===== config.mk =====
export PLATFORM = sky130hd
export DESIGN_NAME = rst_seq
export DESIGN_NICKNAME = d
export VERILOG_FILES = /design/src/rtl/rstseq_pkg.sv /design/src/rtl/rstseq_pin_qual.sv /design/src/rtl/rstseq_timer.sv /design/src/rtl/rstseq_regs.sv /design/src/rtl/rst_seq.sv
export SDC_FILE = /design/constraint.sdc
export NUM_CORES = 1
export LEC_CHECK = 0
export BUFFER_PORTS_ARGS = -buffer_cell sky130_fd_sc_hd__clkbuf_2
export CAP_MARGIN = 25
export CORE_ASPECT_RATIO = 1.5
export CORE_UTILIZATION = 45
export CTS_CLUSTER_DIAMETER = 100
export DETAILED_ROUTE_END_ITERATION = 6
export PLACE_DENSITY_LB_ADDON = 0.05
export SLEW_MARGIN = 20
export SYNTH_ARGS = -nofsm -noshare
export SYNTH_HDL_FRONTEND = slang
export SYNTH_SLANG_ARGS = --single-unit
export TNS_END_PERCENT = 50

===== constraint.sdc =====
create_clock -name clk_i -period 1.52 [get_ports clk_i]
set_input_delay 0.304 -clock clk_i [delete_from_list [all_inputs] [get_ports clk_i]]
set_output_delay 0.304 -clock clk_i [all_outputs]
set_load 0.05 [all_outputs]

===== src/rtl/rstseq_pkg.sv =====
package rstseq_pkg;
  typedef enum logic [1:0] {
    PM_FULL = 2'd0,
    PM_LOW1 = 2'd1,
    PM_LOW2 = 2'd2,
    PM_LOW3 = 2'd3
  } pwr_mode_e;

  typedef struct packed {
    logic spi;
    logic lock;
  } port_cfg_t;

  localparam int unsigned CFG_SWRST_BIT = 7;
  localparam int unsigned STAT_DONE_BIT = 15;
  localparam int unsigned PORT_SEL_BIT  = 0;
  localparam int unsigned PORT_LOCK_BIT = 1;
endpackage


===== src/rtl/rstseq_pin_qual.sv =====
module rstseq_pin_qual #(
  parameter int unsigned MIN_LOW = 1250
) (
  input  logic clk_i,
  input  logic rst_ni,
  input  logic pin_ni,
  input  logic full_pwr_i,
  output logic hw_req_o
);
  localparam int unsigned CW = $clog2(MIN_LOW + 1);

  logic [2:0]    sync_q;
  logic [CW-1:0] low_cnt_q;
  logic          pin_s, pin_prev;

  always_ff @(posedge clk_i or negedge rst_ni) begin
    if (!rst_ni) sync_q <= 3'b111;
    else         sync_q <= {sync_q[1:0], pin_ni};
  end

  assign pin_s    = sync_q[1];
  assign pin_prev = sync_q[2];

  // low time only accrues while at full power
  always_ff @(posedge clk_i or negedge rst_ni) begin
    if (!rst_ni)                   low_cnt_q <= '0;
    else if (pin_s || !full_pwr_i) low_cnt_q <= '0;
    else if (low_cnt_q != CW'(MIN_LOW)) low_cnt_q <= low_cnt_q + 1'b1;
  end

  assign hw_req_o = pin_s && !pin_prev && full_pwr_i && (low_cnt_q == CW'(MIN_LOW));

  AST_LOW_CNT_SAT: assert property (@(posedge clk_i) disable iff (!rst_ni)
    low_cnt_q <= CW'(MIN_LOW));
  AST_REQ_AFTER_LOW: assert property (@(posedge clk_i) disable iff (!rst_ni)
    hw_req_o |-> $past(low_cnt_q) != 0);
endmodule


===== src/rtl/rstseq_timer.sv =====
module rstseq_timer #(
  parameter int unsigned TRANS_CYC = 64
) (
  input  logic clk_i,
  input  logic rst_ni,
  input  logic start_i,
  output logic busy_o,
  output logic done_o
);
  localparam int unsigned TW = (TRANS_CYC > 1) ? $clog2(TRANS_CYC) : 1;

  logic [TW-1:0] cnt_q;
  logic          busy_q;

  always_ff @(posedge clk_i or negedge rst_ni) begin
    if (!rst_ni) begin
      busy_q <= 1'b0;
      cnt_q  <= '0;
    end else if (start_i) begin
      busy_q <= 1'b1;
      cnt_q  <= TW'(TRANS_CYC - 1);
    end else if (busy_q) begin
      if (cnt_q == '0) busy_q <= 1'b0;
      else             cnt_q  <= cnt_q - 1'b1;
    end
  end

  assign busy_o = busy_q;
  assign done_o = busy_q && (cnt_q == '0) && !start_i;

  AST_CNT_RANGE: assert property (@(posedge clk_i) disable iff (!rst_ni)
    cnt_q <= TW'(TRANS_CYC - 1));
  AST_DONE_ENDS_BUSY: assert property (@(posedge clk_i) disable iff (!rst_ni)
    done_o |=> !busy_o);
  AST_START_BUSY: assert property (@(posedge clk_i) disable iff (!rst_ni)
    start_i |=> busy_o);
endmodule


===== src/rtl/rstseq_regs.sv =====
module rstseq_regs
  import rstseq_pkg::*;
#(
  parameter int unsigned AW        = 8,
  parameter int unsigned DW        = 16,
  parameter logic [AW-1:0] CFG_ADDR  = 8'h10,
  parameter logic [AW-1:0] STAT_ADDR = 8'h11,
  parameter logic [AW-1:0] RUN_ADDR  = 8'h12,
  parameter logic [AW-1:0] PORT_ADDR = 8'h13
) (
  input  logic          clk_i,
  input  logic          rst_ni,
  input  logic          full_pwr_i,
  input  logic          wr_en_i,
  input  logic [AW-1:0] wr_addr_i,
  input  logic [DW-1:0] wr_data_i,
  input  logic          hw_req_i,
  input  logic          busy_i,
  input  logic          done_i,
  output logic          sw_req_o,
  output logic          dflt_load_o,
  output logic          full_rst_o,
  output logic          swrst_o,
  output logic          rst_done_o,
  output logic          dsp_run_o,
  output logic          port_spi_o,
  output logic          port_lock_o
);
  logic      start;
  logic      wr_stat, wr_run, wr_port;
  logic      load_q, full_q, swrst_q, done_q, run_q;
  port_cfg_t port_q;

  assign sw_req_o = wr_en_i && (wr_addr_i == CFG_ADDR) && wr_data_i[CFG_SWRST_BIT] && full_pwr_i;
  assign start    = hw_req_i || sw_req_o;
  assign wr_stat  = wr_en_i && (wr_addr_i == STAT_ADDR) && wr_data_i[STAT_DONE_BIT];
  assign wr_run   = wr_en_i && (wr_addr_i == RUN_ADDR) && !busy_i;
  assign wr_port  = wr_en_i && (wr_addr_i == PORT_ADDR) && !busy_i && !port_q.lock;

  always_ff @(posedge clk_i or negedge rst_ni) begin
    if (!rst_ni) begin
      load_q  <= 1'b0;
      full_q  <= 1'b0;
      swrst_q <= 1'b0;
      done_q  <= 1'b0;
      run_q   <= 1'b0;
      port_q  <= '0;
    end else begin
      load_q <= start;
      full_q <= hw_req_i;
      if (start) begin
        done_q  <= 1'b0;
        run_q   <= 1'b0;
        swrst_q <= !hw_req_i;
        if (hw_req_i)         port_q     <= '0;
        else if (!port_q.lock) port_q.spi <= 1'b0;
      end else begin
        if (done_i) begin
          done_q  <= 1'b1;
          swrst_q <= 1'b0;
        end else if (wr_stat) begin
          done_q  <= 1'b0;
        end
        if (wr_run)  run_q <= (wr_data_i == DW'(1));
        if (wr_port) begin
          port_q.spi  <= wr_data_i[PORT_SEL_BIT];
          port_q.lock <= wr_data_i[PORT_LOCK_BIT];
        end
      end
    end
  end

  assign dflt_load_o = load_q;
  assign full_rst_o  = full_q;
  assign swrst_o     = swrst_q;
  assign rst_done_o  = done_q;
  assign dsp_run_o   = run_q;
  assign port_spi_o  = port_q.spi;
  assign port_lock_o = port_q.lock;

  AST_LOAD_CLEARS_DONE: assert property (@(posedge clk_i) disable iff (!rst_ni)
    dflt_load_o |-> !rst_done_o);
  AST_FULL_WITH_LOAD: assert property (@(posedge clk_i) disable iff (!rst_ni)
    full_rst_o |-> dflt_load_o);
  AST_DONE_FROM_BUSY: assert property (@(posedge clk_i) disable iff (!rst_ni)
    $rose(rst_done_o) |-> $past(busy_i));
  AST_RUN_IDLE: assert property (@(posedge clk_i) disable iff (!rst_ni)
    busy_i |-> !dsp_run_o);
  AST_LOCK_HW_ONLY: assert property (@(posedge clk_i) disable iff (!rst_ni)
    $fell(port_lock_o) |-> full_rst_o);
  AST_SWRST_END: assert property (@(posedge clk_i) disable iff (!rst_ni)
    $fell(swrst_o) |-> (rst_done_o || full_rst_o));
endmodule


===== src/rtl/rst_seq.sv =====
module rst_seq
  import rstseq_pkg::*;
#(
  parameter int unsigned AW          = 8,
  parameter int unsigned DW          = 16,
  parameter int unsigned CLK_KHZ     = 125000,
  parameter int unsigned MIN_LOW_NS  = 10000,
  parameter int unsigned TRANS_CYC   = 64,
  parameter logic [AW-1:0] CFG_ADDR  = 8'h10,
  parameter logic [AW-1:0] STAT_ADDR = 8'h11,
  parameter logic [AW-1:0] RUN_ADDR  = 8'h12,
  parameter logic [AW-1:0] PORT_ADDR = 8'h13
) (
  input  logic          clk_i,
  input  logic          rst_ni,
  input  logic          ext_rst_ni,
  input  logic [1:0]    pwr_mode_i,
  input  logic          wr_en_i,
  input  logic [AW-1:0] wr_addr_i,
  input  logic [DW-1:0] wr_data_i,
  output logic          dflt_load_o,
  output logic          full_rst_o,
  output logic          swrst_o,
  output logic          rst_done_o,
  output logic          irq_no,
  output logic          dsp_run_o,
  output logic          port_spi_o,
  output logic          port_lock_o
);
  localparam longint unsigned MIN_LOW_L = (longint'(CLK_KHZ) * MIN_LOW_NS) / 1000000;
  localparam int unsigned     MIN_LOW   = (MIN_LOW_L < 1) ? 1 : int'(MIN_LOW_L);

  logic full_pwr, hw_req, sw_req, busy, done;

  assign full_pwr = (pwr_mode_e'(pwr_mode_i) == PM_FULL);

  rstseq_pin_qual #(.MIN_LOW(MIN_LOW)) u_pin (
    .clk_i, .rst_ni,
    .pin_ni     (ext_rst_ni),
    .full_pwr_i (full_pwr),
    .hw_req_o   (hw_req)
  );

  rstseq_timer #(.TRANS_CYC(TRANS_CYC)) u_tmr (
    .clk_i, .rst_ni,
    .start_i (hw_req || sw_req),
    .busy_o  (busy),
    .done_o  (done)
  );

  rstseq_regs #(
    .AW(AW), .DW(DW), .CFG_ADDR(CFG_ADDR), .STAT_ADDR(STAT_ADDR),
    .RUN_ADDR(RUN_ADDR), .PORT_ADDR(PORT_ADDR)
  ) u_regs (
    .clk_i, .rst_ni,
    .full_pwr_i  (full_pwr),
    .wr_en_i, .wr_addr_i, .wr_data_i,
    .hw_req_i    (hw_req),
    .busy_i      (busy),
    .done_i      (done),
    .sw_req_o    (sw_req),
    .dflt_load_o, .full_rst_o, .swrst_o, .rst_done_o, .dsp_run_o,
    .port_spi_o, .port_lock_o
  );

  assign irq_no = !rst_done_o;

  AST_HW_FULL_PWR: assert property (@(posedge clk_i) disable iff (!rst_ni)
    full_rst_o |-> ($past(pwr_mode_i) == 2'd0));
  AST_SW_FULL_PWR: assert property (@(posedge clk_i) disable iff (!rst_ni)
    $rose(swrst_o) |-> ($past(pwr_mode_i) == 2'd0));
endmodule


=== Word level (Yosys, flattened, before mapping) ===
Index checks and enable logic that the tools add are counted.

* Register bits after elaboration: 28
* Input port bits: 30
* Output and inout port bits: 8
* Word-level logic and storage cells: 78

* Add/sub/neg operators: 2
* Equality and inequality tests: 10
* Mux-type cells: 20
* Reduce and logical (&&, ||, !) cells: 35

{| class="wikitable"
|+ Operators by type and width
! cell !! count
|-
| 8-bit by 5-bit == test with 1-bit output, second input constant || 4
|-
| 11-bit two-way mux || 2
|-
| 6-bit two-way mux || 3
|-
| 16-bit by 1-bit == test with 1-bit output, second input constant || 1
|-
| 1-bit logical AND || 15
|-
| 1-bit two-way mux || 13
|-
| 11-bit by 1-bit adder with 11-bit output, second input constant || 1
|-
| 11-bit == test, second input constant || 1
|-
| 11-bit inequality test, second input constant || 1
|-
| 2-bit nonzero test || 5
|-
| 1-bit logical NOT || 7
|-
| 6-bit logical NOT || 1
|-
| 2-bit AND reduction || 3
|-
| 6-bit by 1-bit subtractor with 6-bit output, second input constant || 1
|-
| 2-bit two-way mux || 2
|-
| 2-bit by 1-bit inequality test with 1-bit output, second input constant || 2
|-
| 3-bit by 2-bit inequality test with 1-bit output, second input constant || 1
|-
| 3-bit nonzero test || 1
|-
| 2-bit logical NOT || 1
|-
| 1-bit logical OR || 2
|}

=== Depth between registers and ports, before layout ===
Gate-level depths: netlist of run 1.

* Depth after elaboration: 9
* Mapped depth: 7
* Gate-level depth less buffers: 6

=== Cells and area by module ===
A second synthesis of run 1 with hierarchy kept.

* Cells, all modules: 142
* Area, all modules: 1505.2 um^2

{| class="wikitable"
|+ Modules (own cells, without submodules)
! module !! times used !! cells an instance !! area each (um^2)
|-
| rstseq_pin_qual || 1 || 67 || 689.4
|-
| rstseq_timer || 1 || 38 || 421.7
|-
| rstseq_regs || 1 || 34 || 380.4
|-
| rst_seq || 1 || 3 || 13.8
|}

=== Least setup slack after synthesis of run 1 ===
No wires, ideal clock.

* Kind: reg-to-reg
* Start point: register u_regs.rst_done_o (netlist name)
* End point: register u_regs.done_q, in the netlist u_regs.rst_done_o
* Setup time: 0.094 ns
* Arrival time: 1.442 ns
* Required time: 1.426 ns
* Setup slack: -0.016 ns
* Cell stages (with the launch flop): 4
* Path buffers: 0
* Clock period less this slack: 1.536 ns
* Path through: dfrtp_1 > inv_1 > a41o_1 > a211oi_1

{| class="wikitable"
|+ RTL lines
! what !! line !! source
|-
| end signal, assigned || rstseq_regs.sv:45 || <nowiki>done_q <= 1'b0;</nowiki>
|-
| end signal, assigned || rstseq_regs.sv:52 || <nowiki>done_q <= 1'b0;</nowiki>
|-
| end signal, assigned || rstseq_regs.sv:59 || <nowiki>done_q <= 1'b1;</nowiki>
|-
| end, declared || rstseq_regs.sv:31 || <nowiki>logic load_q, full_q, swrst_q, done_q, run_q;</nowiki>
|}

=== Final worst setup path of run 1 ===
* Start point: register u_pin.low_cnt_q[0]
* End point: register u_tmr.cnt_q[2]

* Word-level cells in the longest chain between the ends: 5
* Elaborated cells between the ends (all ways): 7
* Those cells by class: 2 x eq/ne; 1 x mux; 4 x reduce/logical

{| class="wikitable"
|+ RTL lines
! what !! line !! source
|-
| start, declared || rstseq_pin_qual.sv:13 || <nowiki>logic [CW-1:0] low_cnt_q;</nowiki>
|-
| start signal, assigned || rstseq_pin_qual.sv:28 || <nowiki>else if (low_cnt_q != CW'(MIN_LOW)) low_cnt_q <= low_cnt_q + 1'b1;</nowiki>
|-
| 11-bit == test (*) || rstseq_pin_qual.sv:31 || <nowiki>assign hw_req_o = pin_s && !pin_prev && full_pwr_i && (low_cnt_q == CW'(MIN_LOW));</nowiki>
|-
| 1-bit logical AND (*) || rstseq_pin_qual.sv:31 ||
|-
| 1-bit logical OR (*) || rst_seq.sv:46 || <nowiki>.start_i (hw_req || sw_req),</nowiki>
|-
| 2-bit by 1-bit inequality test with 1-bit output (no line) or 2-bit nonzero test (tied branches) || n/a ||
|-
| 2-bit AND reduction (no line) || n/a ||
|-
| end signal, assigned || rstseq_timer.sv:21 || <nowiki>cnt_q <= TW'(TRANS_CYC - 1);</nowiki>
|-
| end signal, assigned || rstseq_timer.sv:24 || <nowiki>else cnt_q <= cnt_q - 1'b1;</nowiki>
|-
| end, declared || rstseq_timer.sv:12 || <nowiki>logic [TW-1:0] cnt_q;</nowiki>
|}

Every way passes the cells marked *; elsewhere a longest branch is shown, timed or not.
A chain may end at the register's enable or synchronous reset.

==> results of run 1 <==
## layout by cell type, fill, tap and decap left out, types with 2 or more instances in the layout
cell	n
dfstp_2	3
xor2_1	4
clkbuf_8	4
inv_1	7
clkbuf_2	37
dfrtp_1	24
nand2_1	14
xnor2_1	5
nor3_1	5
nor4b_1	3
buf_4	8
nor2b_1	2
or3_1	3
nor2_1	12
nor4_1	4
mux2i_1	2
and4_1	3
a21oi_1	6
nand3_1	8
ha_1	4
## sequential cells by signal, indices dropped and copies added, names as in the netlist
| signal | cells |
|---|---|
| u_regs.rst_done_o | 1 |
| u_tmr.cnt_q | 6 |
| u_pin.low_cnt_q | 11 |
| u_regs.dflt_load_o | 1 |
| u_regs.full_rst_o | 1 |
| u_regs.dsp_run_o | 1 |
| u_pin.sync_q | 3 |
| u_regs.swrst_o | 1 |
| u_tmr.busy_o | 1 |
| u_regs.port_lock_o | 1 |
| u_regs.port_spi_o | 1 |
## power groups by stage
stage          logic, mW  registers [mW]  clock network, mW
6_report           0.654           0.966              0.456
5_1_grt            0.741           0.980              0.505
4_1_cts            0.563           0.956              0.475
3_5_place_dp       0.559           0.970                  0
3_3_place_gp       0.541           0.967                  0
2_1_floorplan      0.368           0.964                  0
## cell type report
| cell class | instances | area share |
|---|---|---|
| clock buffer | 4 | 0.0298 |
| sequential | 28 | 0.382 |
| tap | 39 | 0.0264 |
| multi-input combinational | 98 | 0.387 |
| timing repair buffer | 48 | 0.155 |
| inverter | 9 | 0.0203 |
## how the worst min path moves through the flow
stage,start,endpoint,slack (ps),cells past startpoint
after detailed placement,rst_ni,u_tmr.cnt_q[4],220,1
after CTS,ext_rst_ni,u_pin.sync_q[0],90,1
after global placement,rst_ni,u_tmr.cnt_q[4],220,1
after floorplan,rst_ni,u_pin.low_cnt_q[0],8,0
final,ext_rst_ni,u_pin.sync_q[0],100,1
after global routing,ext_rst_ni,u_pin.sync_q[0],80,1
## metrics by stage
| step | instances | hold WS [ps] | setup slack, ps | instance area (um^2) |
|---|---|---|---|---|
| after CTS | 224 | 91.0 | 5.70 | 1790 |
| after detailed placement | 219 | 218 | 3.45 | 1730 |
| after floorplan | 137 | 8.41 | 52.5 | 1440 |
| final | 226 | 101 | 92.2 | 1850 |
| after global placement | 219 | 222 | 52.1 | 1730 |
| after global routing | 226 | 84.5 | 0.551 | 1850 |
## cell families (layout without fill, tap and decap cells)
family	after synthesis	after routing
AOI/OAI and AO/OA	14	14
xor gates and xnor gates	9	9
adders and majority gates	4	4
buffers and inverters	11	61
DFF	28	28
muxes	2	2
and+or+nand+nor	69	69
## layer usage
layer  up-vias  track usage
met5         -            0
met3         4       0.0281
met1       570        0.214
met2        30        0.354
li1        588            -
met4         0       0.0833
## timing repair
action,in CTS,in global routing
resized for setup,0,7
endpoints found under the hold margin,9,0
buffers inserted,0,2
endpoints found under the setup margin,0,13
hold buffers,1,0
==> flow_summary.ini, run 1 <==
[power]
combPwrFrac = 0.315
pwr-share-seq = 0.465
p_per_area_nw_per_um2 = 1120
p_int_mw = 1.43
netSwitchingFraction = 0.311
p_clk_frac = 0.220
leakage_nw = 0.889
vdd.ir_drop.worst_mv = 0.668
power.switching_mw = 0.645
finalPower_mw = 2.08

[setup_path]
r2r_end = u_tmr.cnt_q[2]
reg2reg_from = u_pin.low_cnt_q[0]
cp_slowest_stage_delay_ps = 350
critical-path-top-delay-family = simple AND/OR/NAND/NOR gates
crit_path_max_fanout = 8
worstSetupStartpoint = u_pin.low_cnt_q[0]
cp-endpoint = u_tmr.cnt_q[2]
rrSetupSlack_ps = 90
reg2reg_depth = 7
worstPathCellList = inv_1 > ha_1 > nor4b_4 > and4_1 > buf_6 > nor2_8 > o311ai_2
endpoint_kind = flip-flop
critical_path_depth = 7
arrival_ps = 1580
start_kind = flip-flop
slowest_stage = dfrtp_1
crit_type = flip-flop to flip-flop
critical_path_buf_inv_count = 2
required_ps = 1670

[die]
io_pins = 38
die_h_um = 71.1
design.core.area_um2 = 2970
die_area_um2 = 3420
dieWidth_um = 48.1
rows = 24
start_util = 0.482

[routing]
met2_length_um = 1700
met1Wirelength_um = 1140
firstDrtPassIters = 5
wire_per_inst_um = 13.1
route.detailed.drc = 0
via_count = 1192
postRouteAntennaNets = 0
top_layer = met4
post_drt_via_cell_ratio = 5.27
detail_route.wirelength_um = 2960
wl_met3_um = 81
drtIter0Drc = 13

[synth]
synthFlopType = dfrtp_1
ys_ff_latch = 28
synth_most_common_cell = dfrtp_1
synth_xor_area_frac = 0.0550
postSynthCellCount = 137
synth_top_family_by_area = simple AND/OR/NAND/NOR gates
syn-cell-area_um2 = 1430
async_reset_ff_frac = 1.00
synth.distinct_cells = 41
synth-simple-area-share = 0.300
synth_commonest_cells = 25 x dfrtp_1, 14 x nand2_1, 12 x nor2_1
synth_mux_area_frac = 0.0140
synth_compound_area_frac = 0.0699
synth_top_area_share = 0.437
yosysTopAreaCell = dfrtp_1
synth_edf_count = 0
synth_fp_nets = 171
synth.avg_cell_area_um2 = 10.5
ys_seq_area_frac = 0.492
synthAdderAreaFrac = 0.0349
yosysWarningCount = 0
yosys-top-cells-area = dfrtp_1 44%, dfstp_2 5.5%, nand2_1 3.7%

[placed_design]
port_buffers = 37
dp.final_hpwl_um = 2330
gp_congestion = 0.834

[sta]
slew_headroom = 0.735
period_share = 0.939
finalClockSkew_ps = 1.02
fmax_mhz = 700
hold_viol_final = 0
drv_slew = 0
grt_setup_unrepaired = no
fin_tns_setup_ps = 0
tightest_slew_ps = 393
final.min_clock_period_ps = 1430
setup_violations = 0

[outcome]
status = finished clean

[cts]
clk_path_buf_depth = 2
clockRootBuffer = clkbuf_8
clkTransAtPathRegs_ps = 90
ctsHtreeMaxLevel = 1
cts_inserted_buffers = 3
cts_tree = yes
clock_latency_ps = 270
cts_sinks = 28

[flow_run]
drv_cap = 0

[finish]
regArea_um2 = 706
area_delta_synth_final_pct = 29.1
nFillCells = 245
diodes = 0
drive_above_1_share = 0.369
multiInputGateArea_um2 = 716
fin_nets = 222
utilization = 0.622

[grt]
grt_start_max_net_pins = 18
grt_pass1_vias = 1167
grt_pass1_wl_um = 4860
track_usage = 0.198
grt-ovfl-total = 0
antenna_found_initial = 0

[hold_path]
holdCritPathClass = input pin to flip-flop
Note: power is estimated with default switching activity, not from simulation.
==> inputs of run 2 (changes only) <==
--- a/config.mk
+++ b/config.mk
@@ -11,7 +11,7 @@
 export CORE_UTILIZATION = 45
 export CTS_CLUSTER_DIAMETER = 100
 export DETAILED_ROUTE_END_ITERATION = 6
-export PLACE_DENSITY_LB_ADDON = 0.05
+export PLACE_DENSITY_LB_ADDON = 0.08
 export SLEW_MARGIN = 20
 export SYNTH_ARGS = -nofsm -noshare
 export SYNTH_HDL_FRONTEND = slang
==> run 2 against run 1 <==
Net effect:
- combinational power up 3%
- die area unchanged
- global-route usage up 1.3 points
- clock-buffer cell count down 1
- critical path depth down 1
- cell count unchanged
- design area up 1.0%
- sequential power up 0.4%
- worst hold slack about the same
- setup slack worse by 31 ps
- critical path type unchanged
- largest cell class unchanged
- highest routed layer unchanged
==> flow_summary.ini, run 2 (synthesized netlist as in run 1, its figures left out) <==
[setup_path]
start_kind = flip-flop
arrival_ps = 1650
critical_path_buf_inv_count = 1
reg2reg_from = u_pin.low_cnt_q[0]
critical-path-top-delay-family = simple AND/OR/NAND/NOR gates
crit_path_max_fanout = 8
cp_slowest_stage_delay_ps = 390
crit_type = flip-flop to flip-flop
worstSetupStartpoint = u_pin.low_cnt_q[0]
required_ps = 1710
slowest_stage = dfrtp_1
endpoint_kind = flip-flop
worstPathCellList = inv_1 > ha_1 > nor4b_2 > and4_4 > nor2_8 > o311ai_4

[routing]
drtIter0Drc = 20
detail_route.wirelength_um = 3010
route.detailed.drc = 0
post_drt_via_cell_ratio = 5.37
postRouteAntennaNets = 0
wire_per_inst_um = 13.3
via_count = 1214
firstDrtPassIters = 4

[cts]
ctsHtreeMaxLevel = 1
clk_path_buf_depth = 2
clkTransAtPathRegs_ps = 100
clock_latency_ps = 280
cts_inserted_buffers = 3
clockRootBuffer = clkbuf_8
cts_tree = yes
cts_sinks = 28

[finish]
top_register = u_pin.low_cnt_q
final_common_cell = clkbuf_2
fin_nets = 222
diodes = 0
largestRegisters = u_pin.low_cnt_q x11, u_tmr.cnt_q x6, u_pin.sync_q x3
drive_above_1_share = 0.380
area_delta_synth_final_pct = 30.4
largest_reg_flops = 11
nFillCells = 250
layout_common_cells = 37 x clkbuf_2, 24 x dfrtp_1, 14 x nand2_1

[sta]
fin_tns_setup_ps = 0
hold_viol_final = 0
period_share = 0.960
finalClockSkew_ps = 4.28
tightest_slew_ps = 416
slew_headroom = 0.720
worst_slack_ps = 61.3
final.min_clock_period_ps = 1460
drv_slew = 0
setup_violations = 0
fmax_mhz = 686

[grt]
antenna_found_initial = 0
grt_start_max_net_pins = 17
grt-ovfl-total = 0
track_usage = 0.211
grt_pass1_wl_um = 5220
grt_pass1_vias = 1239

[placed_design]
port_buffers = 37
dp.final_hpwl_um = 2400
post-place-ws_ps = -6.49
gp_congestion = 0.799

[outcome]
status = finished clean

[hold_path]
holdCritPathClass = input pin to flip-flop
hp-start = ext_rst_ni

[die]
dieWidth_um = 48.1
rows = 24
io_pins = 38
design.core.area_um2 = 2970
die_h_um = 71.1
start_util = 0.482
die_area_um2 = 3420

[power]
vdd.ir_drop.worst_mv = 0.749
leakage_nw = 0.897
p_per_area_nw_per_um2 = 1190

[flow_run]
drv_cap = 0
==> run 2: layout make-up <==
class                      count  area, um^2  share of cell area
clock buffer                   3        41.3              0.0221
clock inverter                 1        30.0              0.0161
inverter                       9        37.5              0.0201
multi-input combinational     98         722               0.386
sequential                    28         706               0.378
tap                           39        48.8              0.0261
timing repair buffer          48         283               0.151
==> run 2: repair_timing <==
| item | 4_1_cts | 5_1_grt |
|---|---|---|
| cloned | 0 | 0 |
| hold buffers | 1 | 0 |
| endpoints found under the setup margin | 1 | 6 |
| pin swaps | 1 | 1 |
| gates resized for setup | 0 | 9 |
| setup buffers | 0 | 2 |
| hold endpoints to repair | 13 | 0 |
==> run 2: worst reg2reg max path, stage by stage (launching register included) <==
cell and delay, ps:
dfrtp_1 390, inv_1 60, ha_1 140, nor4b_2 290, and4_4 360, nor2_8 80, o311ai_4 60
==> run 2: per-stage QoR <==
step | hold WS, ps | instance area (um^2) | util | std cells | power (mW)
after CTS | 96.1 | 1820 | 0.612 | 225 | 2.12
final | 101 | 1870 | 0.628 | 226 | 2.23
after global placement | 238 | 1740 | 0.584 | 220 | 1.52
after global routing | 87.7 | 1870 | 0.628 | 226 | 2.37
after floorplan | 8.41 | 1440 | - | 137 | 1.33
after detailed placement | 247 | 1740 | 0.584 | 220 | 1.53
==> run 2: metal layers <==
| layer | global-route usage | share of wire |
|---|---|---|
| met5 | 0 | 0 |
| met4 | 0.0988 | 0.025 |
| met3 | 0.0332 | 0.027 |
| met2 | 0.375 | 0.56 |
| met1 | 0.225 | 0.38 |
==> run 2: path summary, 6_finish.rpt <==
| path | endpoint | slack (ps) | cells after the start |
|---|---|---|---|
| hold reg to reg | u_pin.sync_q[1] | 360 | 0 |
| max in group asynchronous | u_pin.sync_q[0] | 550 | 3 |
| hold / removal | u_pin.sync_q[0] | 100 | 1 |
| setup reg to reg | u_tmr.cnt_q[2] | 60 | 6 |
| setup / recovery | u_tmr.cnt_q[2] | 60 | 6 |
| min in group asynchronous | u_pin.low_cnt_q[10] | 480 | 2 |
==> run 2: report_power, final <==
group / internal (mW) / switching (mW) / total [mW]
logic: 0.344 / 0.328 / 0.672
registers: 0.857 / 0.113 / 0.970
clock network: 0.353 / 0.231 / 0.584
total: 1.55 / 0.673 / 2.23
==> inputs of run 3 (changes only) <==
--- a/config.mk
+++ b/config.mk
@@ -11,7 +11,9 @@
 export CORE_UTILIZATION = 45
 export CTS_CLUSTER_DIAMETER = 100
 export DETAILED_ROUTE_END_ITERATION = 6
+export GPL_TIMING_DRIVEN = 0
 export PLACE_DENSITY_LB_ADDON = 0.08
+export SKIP_LAST_GASP = 1
 export SLEW_MARGIN = 20
 export SYNTH_ARGS = -nofsm -noshare
 export SYNTH_HDL_FRONTEND = slang
==> run 3 against run 2 <==
Net effect:
- clock power is essentially flat
- setup slack gained 35 ps
- non-clock buffer count shrank 3
- die area is the same
- cell count shrank 1.3%
- fmax grew 2.5%
- wire length shrank 4.5%
- sequential cell count is the same
- clock skew shrank 2.4 ps
- via count shrank 4.7%
- critical path type unchanged
- largest cell class is now registers
==> flow_summary.ini, run 3 (synthesized netlist as in run 1, its figures left out) <==
[power]
p_per_area_nw_per_um2 = 1170
vdd.ir_drop.worst_mv = 0.615
leakage_nw = 0.871

[placed_design]
port_buffers = 37
dp.final_hpwl_um = 2160
gp_congestion = 0.800

[routing]
drtIter0Drc = 22
via_count = 1157
firstDrtPassIters = 4
detail_route.wirelength_um = 2870
postRouteAntennaNets = 0
wire_per_inst_um = 12.9
post_drt_via_cell_ratio = 5.19
route.detailed.drc = 0

[finish]
top_register = u_pin.low_cnt_q
largest_reg_flops = 11
area_delta_synth_final_pct = 27.2
largestRegisters = u_pin.low_cnt_q x11, u_tmr.cnt_q x6, u_pin.sync_q x3
layout_common_cells = 37 x clkbuf_2, 24 x dfrtp_1, 14 x nand2_1
drive_above_1_share = 0.348
diodes = 0
utilization = 0.613
final_common_cell = clkbuf_2
fin_nets = 219

[sta]
drv_slew = 0
grt_setup_unrepaired = yes
fmax_mhz = 702
final.min_clock_period_ps = 1420
tightest_slew_ps = 703
finalClockSkew_ps = 1.88
slew_headroom = 0.531
whs_ps = 62.5
setup_violations = 0
period_share = 0.937
fin_tns_setup_ps = 0
hold_viol_final = 0

[die]
design.core.area_um2 = 2970
dieWidth_um = 48.1
die_h_um = 71.1
rows = 24
die_area_um2 = 3420
start_util = 0.482
io_pins = 38

[cts]
cts_inserted_buffers = 3
clkTransAtPathRegs_ps = 90
cts_hold_buf = 0
cts_sinks = 28
clock_latency_ps = 270
ctsHtreeMaxLevel = 1
clk_path_buf_depth = 2
clockRootBuffer = clkbuf_8
cts_tree = yes

[setup_path]
reg2reg_depth = 8
arrival_ps = 1650
crit_type = flip-flop to flip-flop
worstPathCellList = inv_1 > ha_1 > nor4b_4 > and4_1 > buf_6 > nor2_8 > buf_4 > inv_2
critical_path_buf_inv_count = 4
required_ps = 1740
endpoint_kind = flip-flop
slowest_stage = dfrtp_1
cp_slowest_stage_delay_ps = 390
critical_path_depth = 8
crit_path_max_fanout = 8
critical-path-top-delay-family = simple AND/OR/NAND/NOR gates
rrSetupSlack_ps = 100
start_kind = flip-flop

[grt]
grt-ovfl-total = 0
grt_start_max_net_pins = 29
track_usage = 0.192
grt_pass1_vias = 1155
antenna_found_initial = 0
grt_pass1_wl_um = 4770

[flow_run]
drv_cap = 0

[hold_path]
holdCritPathClass = input pin to async pin

[outcome]
status = finished clean
==> run 3: changes by cell type in the layout (fill, tap and decap cells not counted), sizes merged <==
cell,change
buf,-3
clkbuf,+1
dlygate4sd3,-1
==> run 3: per-layer routing <==
layer / global-route usage / vias up / routed length (um)
met2: 0.347 / 22 / 1670
met1: 0.214 / 556 / 1100
met4: 0.0710 / 0 / 21
met5: 0 / - / 0
met3: 0.0230 / 2 / 88
li1: - / 577 / -
==> run 3: cell type report <==
type / instances / area [um^2]
buffer: 2 / 15.0
clock buffer: 3 / 41.3
clock inverter: 1 / 30.0
fill: 268 / 1150
inverter: 9 / 37.5
multi-input combinational: 98 / 701
sequential: 28 / 706
tap: 39 / 48.8
timing repair buffer: 43 / 243
==> run 3: worst reg2reg max path, delay by kind of cell (launching register included) <==
kind | cells | cell delay [ps]
fa+ha+maj | 1 | 140
flops | 1 | 390
simple gates | 3 | 480
buf+inv | 4 | 370
==> run 3: worst paths after layout <==
path	start	endpoint
min in group clk_i	ext_rst_ni	u_pin.sync_q[0]
setup / recovery	u_pin.low_cnt_q[0]	u_regs.dflt_load_o
max in group asynchronous	rst_ni	u_regs.rst_done_o
setup reg to reg	u_pin.low_cnt_q[0]	u_regs.dflt_load_o
hold / removal	rst_ni	u_regs.port_lock_o
hold reg to reg	u_pin.sync_q[0]	u_pin.sync_q[1]
==> run 3: stage by stage <==
step           area, um^2  power [mW]  setup WS [ps]  instances
6_report             1820        2.12           96.3        223
4_1_cts              1760        2.06           4.26        219
3_5_place_dp         1670        1.47          -89.6        213
5_1_grt              1820        2.28          -7.17        223
2_1_floorplan        1440        1.33           52.5        137
3_3_place_gp         1670        1.45          -58.7        213
==> run 3: power by group <==
group | internal, mW | switching, mW
clock | 0.352 | 0.230
combinational | 0.291 | 0.278
sequential | 0.857 | 0.115
total | 1.50 | 0.622
==> run 3: timing repair <==
| action | 4_1_cts | 5_1_grt |
|---|---|---|
| pin swaps | 0 | 3 |
| gates cloned | 0 | 0 |
| setup endpoints to repair | 7 | 6 |
| buffers inserted | 2 | 4 |
| gates resized for setup | 0 | 4 |
